<file path="src/rtl/rxaf_pkg.sv">
package rxaf_pkg;
  parameter int unsigned MAC_W = 48;
  localparam int unsigned GRP_BIT = MAC_W - 8;

  typedef enum logic [2:0] {
    RSN_NONE    = 3'd0,
    RSN_PHYS    = 3'd1,
    RSN_IHASH   = 3'd2,
    RSN_BCAST   = 3'd3,
    RSN_GHASH   = 3'd4,
    RSN_PROMISC = 3'd5
  } reason_e;

  // group bit: LSB of the first byte on the wire
  function automatic logic addr_is_group(input logic [MAC_W-1:0] a);
    return a[GRP_BIT];
  endfunction

  function automatic logic addr_is_bcast(input logic [MAC_W-1:0] a);
    return &a;
  endfunction
endpackage

</file>
<file path="src/rtl/rxaf_unicast_path.sv">
module rxaf_unicast_path
  import rxaf_pkg::*;
#(
  parameter int unsigned W = MAC_W
) (
  input  logic [W-1:0] addr,
  input  logic [W-1:0] station,
  input  logic         ihash_hit,
  output logic         phys_hit,
  output logic         ihash_ok
);
  // both checks always run; the decider applies priority
  always_comb begin
    phys_hit = (addr == station);
    ihash_ok = ihash_hit;
  end
endmodule

</file>
<file path="src/rtl/rxaf_group_path.sv">
module rxaf_group_path
  import rxaf_pkg::*;
#(
  parameter int unsigned W = MAC_W
) (
  input  logic [W-1:0] addr,
  input  logic         bcast_en,
  input  logic         ghash_hit,
  output logic         bcast_seen,
  output logic         bcast_ok,
  output logic         ghash_ok
);
  always_comb begin
    bcast_seen = addr_is_bcast(addr);
    bcast_ok   = bcast_seen && bcast_en;
    // broadcast never falls through to the hash test
    ghash_ok   = !bcast_seen && ghash_hit;
  end
endmodule

</file>
<file path="src/rtl/rxaf_decide.sv">
module rxaf_decide
  import rxaf_pkg::*;
(
  input  logic    is_group,
  input  logic    promisc_en,
  input  logic    phys_hit,
  input  logic    ihash_ok,
  input  logic    bcast_ok,
  input  logic    ghash_ok,
  output logic    accept,
  output reason_e reason
);
  always_comb begin
    reason = RSN_NONE;
    if (!is_group) begin
      if (phys_hit)      reason = RSN_PHYS;
      else if (ihash_ok) reason = RSN_IHASH;
    end else begin
      if (bcast_ok)      reason = RSN_BCAST;
      else if (ghash_ok) reason = RSN_GHASH;
    end
    if (reason == RSN_NONE && promisc_en) reason = RSN_PROMISC;
    accept = (reason != RSN_NONE);
  end
endmodule

</file>
<file path="src/rtl/rxaf_filter.sv">
module rxaf_filter
  import rxaf_pkg::*;
#(
  parameter int unsigned ADDR_W = MAC_W
) (
  input  logic              clk,
  input  logic              rst_n,
  input  logic              dst_valid,
  input  logic [ADDR_W-1:0] dst_addr,
  input  logic [ADDR_W-1:0] phys_addr,
  input  logic              bcast_en,
  input  logic              promisc_en,
  input  logic              ihash_hit,
  input  logic              ghash_hit,
  output logic              res_valid,
  output logic              res_accept,
  output logic [2:0]        res_reason
);
  // named internal events, visible to the checker
  logic    is_group;
  logic    phys_hit, ihash_ok;
  logic    bcast_seen, bcast_ok, ghash_ok;
  logic    dec_accept;
  reason_e dec_reason;

  assign is_group = addr_is_group(dst_addr);

  rxaf_unicast_path #(.W(ADDR_W)) u_uni (
    .addr      (dst_addr),
    .station   (phys_addr),
    .ihash_hit (ihash_hit),
    .phys_hit  (phys_hit),
    .ihash_ok  (ihash_ok)
  );

  rxaf_group_path #(.W(ADDR_W)) u_grp (
    .addr       (dst_addr),
    .bcast_en   (bcast_en),
    .ghash_hit  (ghash_hit),
    .bcast_seen (bcast_seen),
    .bcast_ok   (bcast_ok),
    .ghash_ok   (ghash_ok)
  );

  rxaf_decide u_dec (
    .is_group   (is_group),
    .promisc_en (promisc_en),
    .phys_hit   (phys_hit),
    .ihash_ok   (ihash_ok),
    .bcast_ok   (bcast_ok),
    .ghash_ok   (ghash_ok),
    .accept     (dec_accept),
    .reason     (dec_reason)
  );

  always_ff @(posedge clk or negedge rst_n) begin
    if (!rst_n) begin
      res_valid  <= 1'b0;
      res_accept <= 1'b0;
      res_reason <= RSN_NONE;
    end else begin
      res_valid  <= dst_valid;
      res_accept <= dst_valid && dec_accept;
      res_reason <= dst_valid ? dec_reason : RSN_NONE;
    end
  end
endmodule

</file>
<file path="config.mk">
export PLATFORM = sky130hd
export DESIGN_NAME = rxaf_filter
export DESIGN_NICKNAME = d
export VERILOG_FILES = /design/src/rtl/rxaf_pkg.sv /design/src/rtl/rxaf_unicast_path.sv /design/src/rtl/rxaf_group_path.sv /design/src/rtl/rxaf_decide.sv /design/src/rtl/rxaf_filter.sv
export SDC_FILE = /design/constraint.sdc
export NUM_CORES = 1
export LEC_CHECK = 0
export BUFFER_PORTS_ARGS = -buffer_cell sky130_fd_sc_hd__buf_4
export CAP_MARGIN = 20
export CORE_MARGIN = 3
export CORE_UTILIZATION = 30
export DETAILED_ROUTE_END_ITERATION = 8
export PLACE_DENSITY = 0.77
export SYNTH_ARGS = -nofsm -noshare
export SYNTH_HDL_FRONTEND = slang
export SYNTH_HIERARCHICAL = 1
export SYNTH_SLANG_ARGS = --single-unit
</file>
<file path="constraint.sdc">
create_clock -name clk -period 0.8 [get_ports clk]
set_clock_uncertainty 0.15 [all_clocks]
set_input_delay 0.04 -clock clk [delete_from_list [all_inputs] [get_ports clk]]
set_output_delay 0.04 -clock clk [all_outputs]
set_load 0.005 [all_outputs]
</file>
Word level (Yosys, flattened, before mapping)
Cells that the tools add are included.

storage, ports and cells
  memory bits (read-only) = 0
  output and inout port bits = 5
  RAM bits = 0
  bits in registers = 5
  memories kept = 0
  bits in latches = 0
  bits of input ports = 103
  logic and storage cells = 19

cells by class
  reduce and logical (&&, ||, !) cells = 8
  add/sub/neg operators = 0
  magnitude comparators = 0
  divide/modulo/power cells = 0
  $mul = 0
  multiplexer cells = 7
  bitwise operators = 0
  eq/ne operators = 1
  shifts and indexed selects = 0

operators by type and width
  kind                  number
  48-bit equality test  1
  48-bit AND reduction  1
  3-bit two-way mux     6
  1-bit logical AND     4
  3-bit logical NOT     1
  3-bit nonzero test    1
  2-bit two-way mux     1
  1-bit logical NOT     1

Depth between registers and ports, before layout
Gate-level depths: netlist of run 1.

  word-level depth = 11
  depth in mapped cells = 8

Cells and area by module
Netlist of run 1, hierarchy kept.

modules (own cells, without submodules)
  module             area an instance (um2)  cells an instance  times used  sequential area each (um2)
  rxaf_unicast_path  531.8                   65                 1           0.0
  rxaf_filter        150.1                   9                  1           125.1
  rxaf_group_path    143.9                   19                 1           0.0
  rxaf_decide        77.6                    14                 1           0.0

Worst setup path after synthesis of run 1
OpenSTA, ideal clock, no wires.

  kind = in2reg
  start = input phys_addr[31]
  end = register res_reason[2]
  stages = 8
  library setup time = 0.119 ns
  buffers on the path = 0
  required time = 0.531 ns
  arrival time = 1.136 ns
  slack = -0.605 ns
  path through = xor2_1 -> nor4_1 -> nand4_1 -> nor3_2 -> nor3_1 -> nand2_1 -> nand2_1 -> and2_1

on the way
  cells in the longest elaborated chain, start to end = 7

RTL lines
  what                  line                     source
  from (decl)           rxaf_filter.sv:10        input logic [ADDR_W-1:0] phys_addr,
  48-bit equality test  rxaf_unicast_path.sv:14  phys_hit = (addr == station);
  via phys_hit          rxaf_filter.sv:21        logic phys_hit, ihash_ok;
  3-bit two-way mux     rxaf_decide.sv:16        if (phys_hit) reason = RSN_PHYS;
  3-bit two-way mux     rxaf_decide.sv:15        if (!is_group) begin
  3-bit logical NOT     rxaf_decide.sv:22        if (reason == RSN_NONE && promisc_en) reason = RSN_PROMISC;
  1-bit logical AND     rxaf_decide.sv:22
  3-bit two-way mux     rxaf_decide.sv:22
  via dec_reason[2]     rxaf_filter.sv:24        reason_e dec_reason;
  3-bit two-way mux     rxaf_filter.sv:64        res_reason <= dst_valid ? dec_reason : RSN_NONE;
  to (signal assigned)  rxaf_filter.sv:64
  to (decl)             rxaf_filter.sv:17        output logic [2:0] res_reason

The timed path passes the listed nets, and every way through them passes these cells.

Worst setup path in the final report of run 1
  start = input phys_addr[10]
  end = register res_reason[2]

Same word-level chain as after synthesis.

==> flow_summary.toml, run 1 <==
[clocking]
clk_pin_slew_ns = 0.05
cts_sinks = 5
postCtsHoldBufs = 2
post_cts.repair.setup_buffers = 0
htreeDepth = 1
numCtsBuffers = 3
cts.path.max_buffers = 2
clock-root-buffer = "clkbuf_4"
cts_tree = "yes"

[global_routing]
grt_pass1_wl_um = 5420
antenna_found_initial = 0
grtUsageTotal_pct = 19.8
grt_max_degree = 7
grt_pass1_vias = 1369
grt-ovfl-total = 0

[floorplan]
ioPinCount = 108
die_w_um = 60.7
die_h_um = 60.7
floorplan.initialDensity_pct = 32.0
dieArea_um2 = 3680
rows = 19
core_area_um2 = 2810

[timing]
finalSetupTns_ns = -2.83
fin_crit_sh_pct = 175
worst_slew_pin_slew_ns = 0.326
whs_ns = -0.0353
fmax_ghz = 0.716
grt_setup_unrepaired = "yes"
hold_viol = 7
fin_crit_ns = 1.40
worst_slack_ns = -0.596
setup_viol = 9
relSlewSlack_pct = 78.1
final_max_slew_viol_count = 0

[worst_setup_path]
cp-endpoint = "res_reason[2]"
cp_max_fo = 3
crit_path_start = "phys_addr[10]"
critPathMostFrequentCell = "nand2_1"
cp.required_ns = 0.79
max_stage_delay_ns = 0.29
start_kind = "primary input"
path_cells = "buf_4 > xor2_1 > nor4_2 > nand4_1 > nor3_4 > nor3_2 > nand2_1 > nand2_1 > and2_1"
worstPathArrival_ns = 1.39
path_class = "in -> reg"
cp_slowest_cell = "nor4_2"
endpoint_kind = "flip-flop"

[logic_synthesis]
postSynthAreaPerCell_um2 = 8.46
netlist_area_um2 = 897
netlist_instances = 106
yosys_warnings = 6
syn_nets = 209

[place]
gp_congestion = 0.768
port_buffers = 107
postPlaceCellArea_um2 = 1830
dpl.cell_count = 255
dp.final_hpwl_um = 3290

[drt]
drc_errors = 0
drtPass1Iterations = 4
wirelength_um = 3640
drt_iter0_markers = 32
final_antenna_net_count = 0
wl_per_cell_um = 13.9
avgViaCountPerCell = 4.92
vias = 1285

[finish]
antenna_cells = 0
final_cell_area_um2 = 1940
drive_gt1_share_pct = 57.8
final_common_cell = "buf_4"
final_cells = 261
nets = 334
fin_util_pct = 69.3
multi_input_area_um2 = 791
layout_common_cells = "buf_4 (109), xor2_1 (47), nand4_1 (14), buf_6 (10), nor4_1 (9)"
n_fill_cell = 244
regArea_um2 = 125
syn_to_final_growth_pct = 117

[hold_path]
hp-class = "in -> async"

[status]
failed_checks = "hold timing, setup timing"
status = "finished with violations"

[power]
p_per_area_nw_per_um2 = 735
irDropWorstVdd_mv = 0.367
p_leak_nw = 0.969
p_total_w = 0.00143

[flow_run]
maxCapViolCount = 0
## where the power goes
part	total [W]	switching, W	internal, W
clock network	0.000320	0.000130	0.000190
registers	0.000274	0.00000644	0.000268
logic	0.000834	0.000303	0.000531
total	0.00143	0.000439	0.000989
## how the worst min path moves through the flow
stage | start | end | slack [ns]
after floorplan | rst_n | res_accept | -0.41
after global placement | rst_n | res_reason[1] | -0.31
after detailed placement | rst_n | res_reason[1] | -0.31
after CTS | rst_n | res_reason[1] | -0.02
after global routing | rst_n | res_reason[1] | -0.02
final | rst_n | res_reason[1] | -0.04
## what timing repair did
| action | in CTS | in global routing |
|---|---|---|
| pin swaps | 5 | 3 |
| gates resized for setup | 12 | 3 |
| setup endpoints to repair | 9 | 9 |
| cloned | 0 | 0 |
| endpoints found under the hold margin | 10 | 5 |
## registers in the layout, summed over array words and instances (netlist names)
name        flops
res_accept      1
res_reason      3
res_valid       1
## worst max-delay path: cells and delay by family
family	cells	cell delay [ns]
xor+xnor	1	0.16
simple gates	7	1.08
buf+inv	1	0.11
## layout make-up
cell class / count / share of cell area (%)
sequential: 5 / 6.44
multi-input combinational: 97 / 40.7
timing repair buffer: 121 / 48.9
tap: 31 / 2.00
clock buffer: 4 / 1.35
inverter: 3 / 0.580
## stage by stage
stage          hold WS, ns  worst slack [ns]
2_1_floorplan       -0.406            -0.567
3_3_place_gp        -0.308            -0.966
3_5_place_dp        -0.307            -0.945
4_1_cts            -0.0242            -0.610
5_1_grt            -0.0159            -0.735
6_report           -0.0353            -0.596
## layer usage
layer	up-vias	GRT usage (%)	share of wire [%]
met5	-	0	0
met4	0	5.57	1.2
met3	4	4.04	9.9
met2	73	38.8	55
met1	572	21.1	34
li1	636	-	-
(Power assumes the default switching activity.)
==> inputs of run 2 (changes only) <==
==> constraint.sdc (replaced) <==
create_clock -name clk -period 0.8 [get_ports clk]
set_clock_uncertainty 0.15 [all_clocks]
set_input_delay 0.16 -clock clk [delete_from_list [all_inputs] [get_ports clk]]
set_output_delay 0.16 -clock clk [all_outputs]
set_load 0.005 [all_outputs]
==> run 2 against run 1 <==
Largest power group unchanged. Wire length is 1.3% higher. Hold slack got worse by 0.060 ns. Highest routed layer unchanged. Non-clock buffer count down 1. Worst setup slack lost 0.13 ns. The run still ends with hold timing, setup timing left. Via count decreased by 1.2%. Sequential power barely moved. Largest cell class unchanged. Critical path depth did not move. Utilization increased by 0.62 points. Combinational power increased by 2.4%.
==> flow_summary.toml, run 2 (synthesized netlist as in run 1, its figures left out) <==
[finish]
layout_common_cells = "buf_4 (107), xor2_1 (46), nand4_1 (14), buf_6 (12), nor4_2 (8)"
final_common_cell = "buf_4"
drive_gt1_share_pct = 59.4
final_cell_area_um2 = 1960
final_cells = 260
largest_reg_flops = 3
largest-register = "res_reason"
top_regs = "res_reason (3), res_accept (1), res_valid (1)"
nets = 333
fin_util_pct = 69.9
n_fill_cell = 247
syn_to_final_growth_pct = 119
antenna_cells = 0

[place]
dp.final_hpwl_um = 3260
gp_congestion = 0.767
dpl.cell_count = 255
postPlaceCellArea_um2 = 1830
port_buffers = 107

[power]
p_leak_nw = 0.969
irDropWorstVdd_mv = 0.346
p_per_area_nw_per_um2 = 723

[status]
failed_checks = "hold timing, setup timing"
status = "finished with violations"

[timing]
relSlewSlack_pct = 77.1
final_max_slew_viol_count = 0
fin_crit_ns = 1.53
grt_setup_unrepaired = "yes"
fmax_ghz = 0.654
whs_ns = -0.0949
worst_slew_pin_slew_ns = 0.341
hold_viol = 1
setup_viol = 9
worst_slack_ns = -0.728
fin_crit_sh_pct = 191
finalSetupTns_ns = -3.90

[worst_setup_path]
path_cells = "buf_4 > xor2_1 > nor4_1 > nand4_1 > nor3_4 > nor3_2 > nand2_1 > nand2_1 > and2_1"
path_buf_inv = 1
crit_family = "simple AND/OR/NAND/NOR gates"
start_kind = "primary input"
cp_slowest_cell = "nor4_1"
endpoint_kind = "flip-flop"
cp.required_ns = 0.78
critPathMostFrequentCell = "nand2_1"
max_stage_delay_ns = 0.29
worstPathArrival_ns = 1.51
path_class = "in -> reg"
cp_max_fo = 3

[clocking]
cts_tree = "yes"
clk_pin_slew_ns = 0.04
clock-root-buffer = "clkbuf_4"
postCtsHoldBufs = 1
htreeDepth = 1
post_cts.repair.setup_buffers = 0
cts_sinks = 5
cts.path.max_buffers = 2
numCtsBuffers = 3

[global_routing]
grtUsageTotal_pct = 19.2
grt_pass1_wl_um = 5350
grt_max_degree = 7
antenna_found_initial = 0
grt_pass1_vias = 1346
grt-ovfl-total = 0

[floorplan]
core_area_um2 = 2810
dieArea_um2 = 3680
ioPinCount = 108
rows = 19
floorplan.initialDensity_pct = 32.0
die_w_um = 60.7
die_h_um = 60.7

[drt]
wirelength_um = 3680
vias = 1270
drtPass1Iterations = 4
final_antenna_net_count = 0
drc_errors = 0
avgViaCountPerCell = 4.88
drt_iter0_markers = 11
wl_per_cell_um = 14.2

[hold_path]
hp-class = "in -> reg"

[flow_run]
maxCapViolCount = 0
[run 2: report_power, final]
group / switching [W] / internal (W) / total, W
clock: 0.000101 / 0.000188 / 0.000289
combinational: 0.000318 / 0.000536 / 0.000854
sequential: 0.00000645 / 0.000268 / 0.000275
total: 0.000426 / 0.000992 / 0.00142
[run 2: worst paths after layout]
| path | from | endpoint | slack (ns) | cells past startpoint |
|---|---|---|---|---|
| max | phys_addr[3] | res_reason[2] | -0.73 | 9 |
| max in group asynchronous | rst_n | res_reason[1] | 0.27 | 2 |
| min in group asynchronous | rst_n | res_reason[0] | 0.12 | 2 |
| min | dst_valid | res_valid | -0.09 | 1 |
[run 2: metrics by stage]
stage / power, W / setup slack, ns
2_1_floorplan: 0.000498 / -0.687
3_3_place_gp: 0.00106 / -1.09
3_5_place_dp: 0.00107 / -1.06
4_1_cts: 0.00140 / -0.752
5_1_grt: 0.00151 / -0.848
6_report: 0.00142 / -0.728
[run 2: layer usage]
metal / track usage (%) / up-vias / part of all wire, %
li1: - / 635 / -
met1: 20.9 / 559 / 33
met2: 37.9 / 70 / 56
met3: 3.83 / 6 / 9.9
met4: 3.72 / 0 / 1.2
met5: 0 / - / 0
[run 2: repair_timing]
action / in CTS / in global routing
endpoints found under the hold margin: 6 / 1
gates resized for setup: 10 / 10
setup endpoints to repair: 9 / 9
pin swaps: 5 / 6
[run 2: final cells by class]
cell class | count | area (um2) | area share (%)
repair buffers | 120 | 948 | 48.4
clock buffers | 4 | 26.3 | 1.34
well taps | 31 | 38.8 | 1.98
inverters | 3 | 11.3 | 0.574
multi-input cells | 97 | 811 | 41.4
flip-flops and latches | 5 | 125 | 6.38
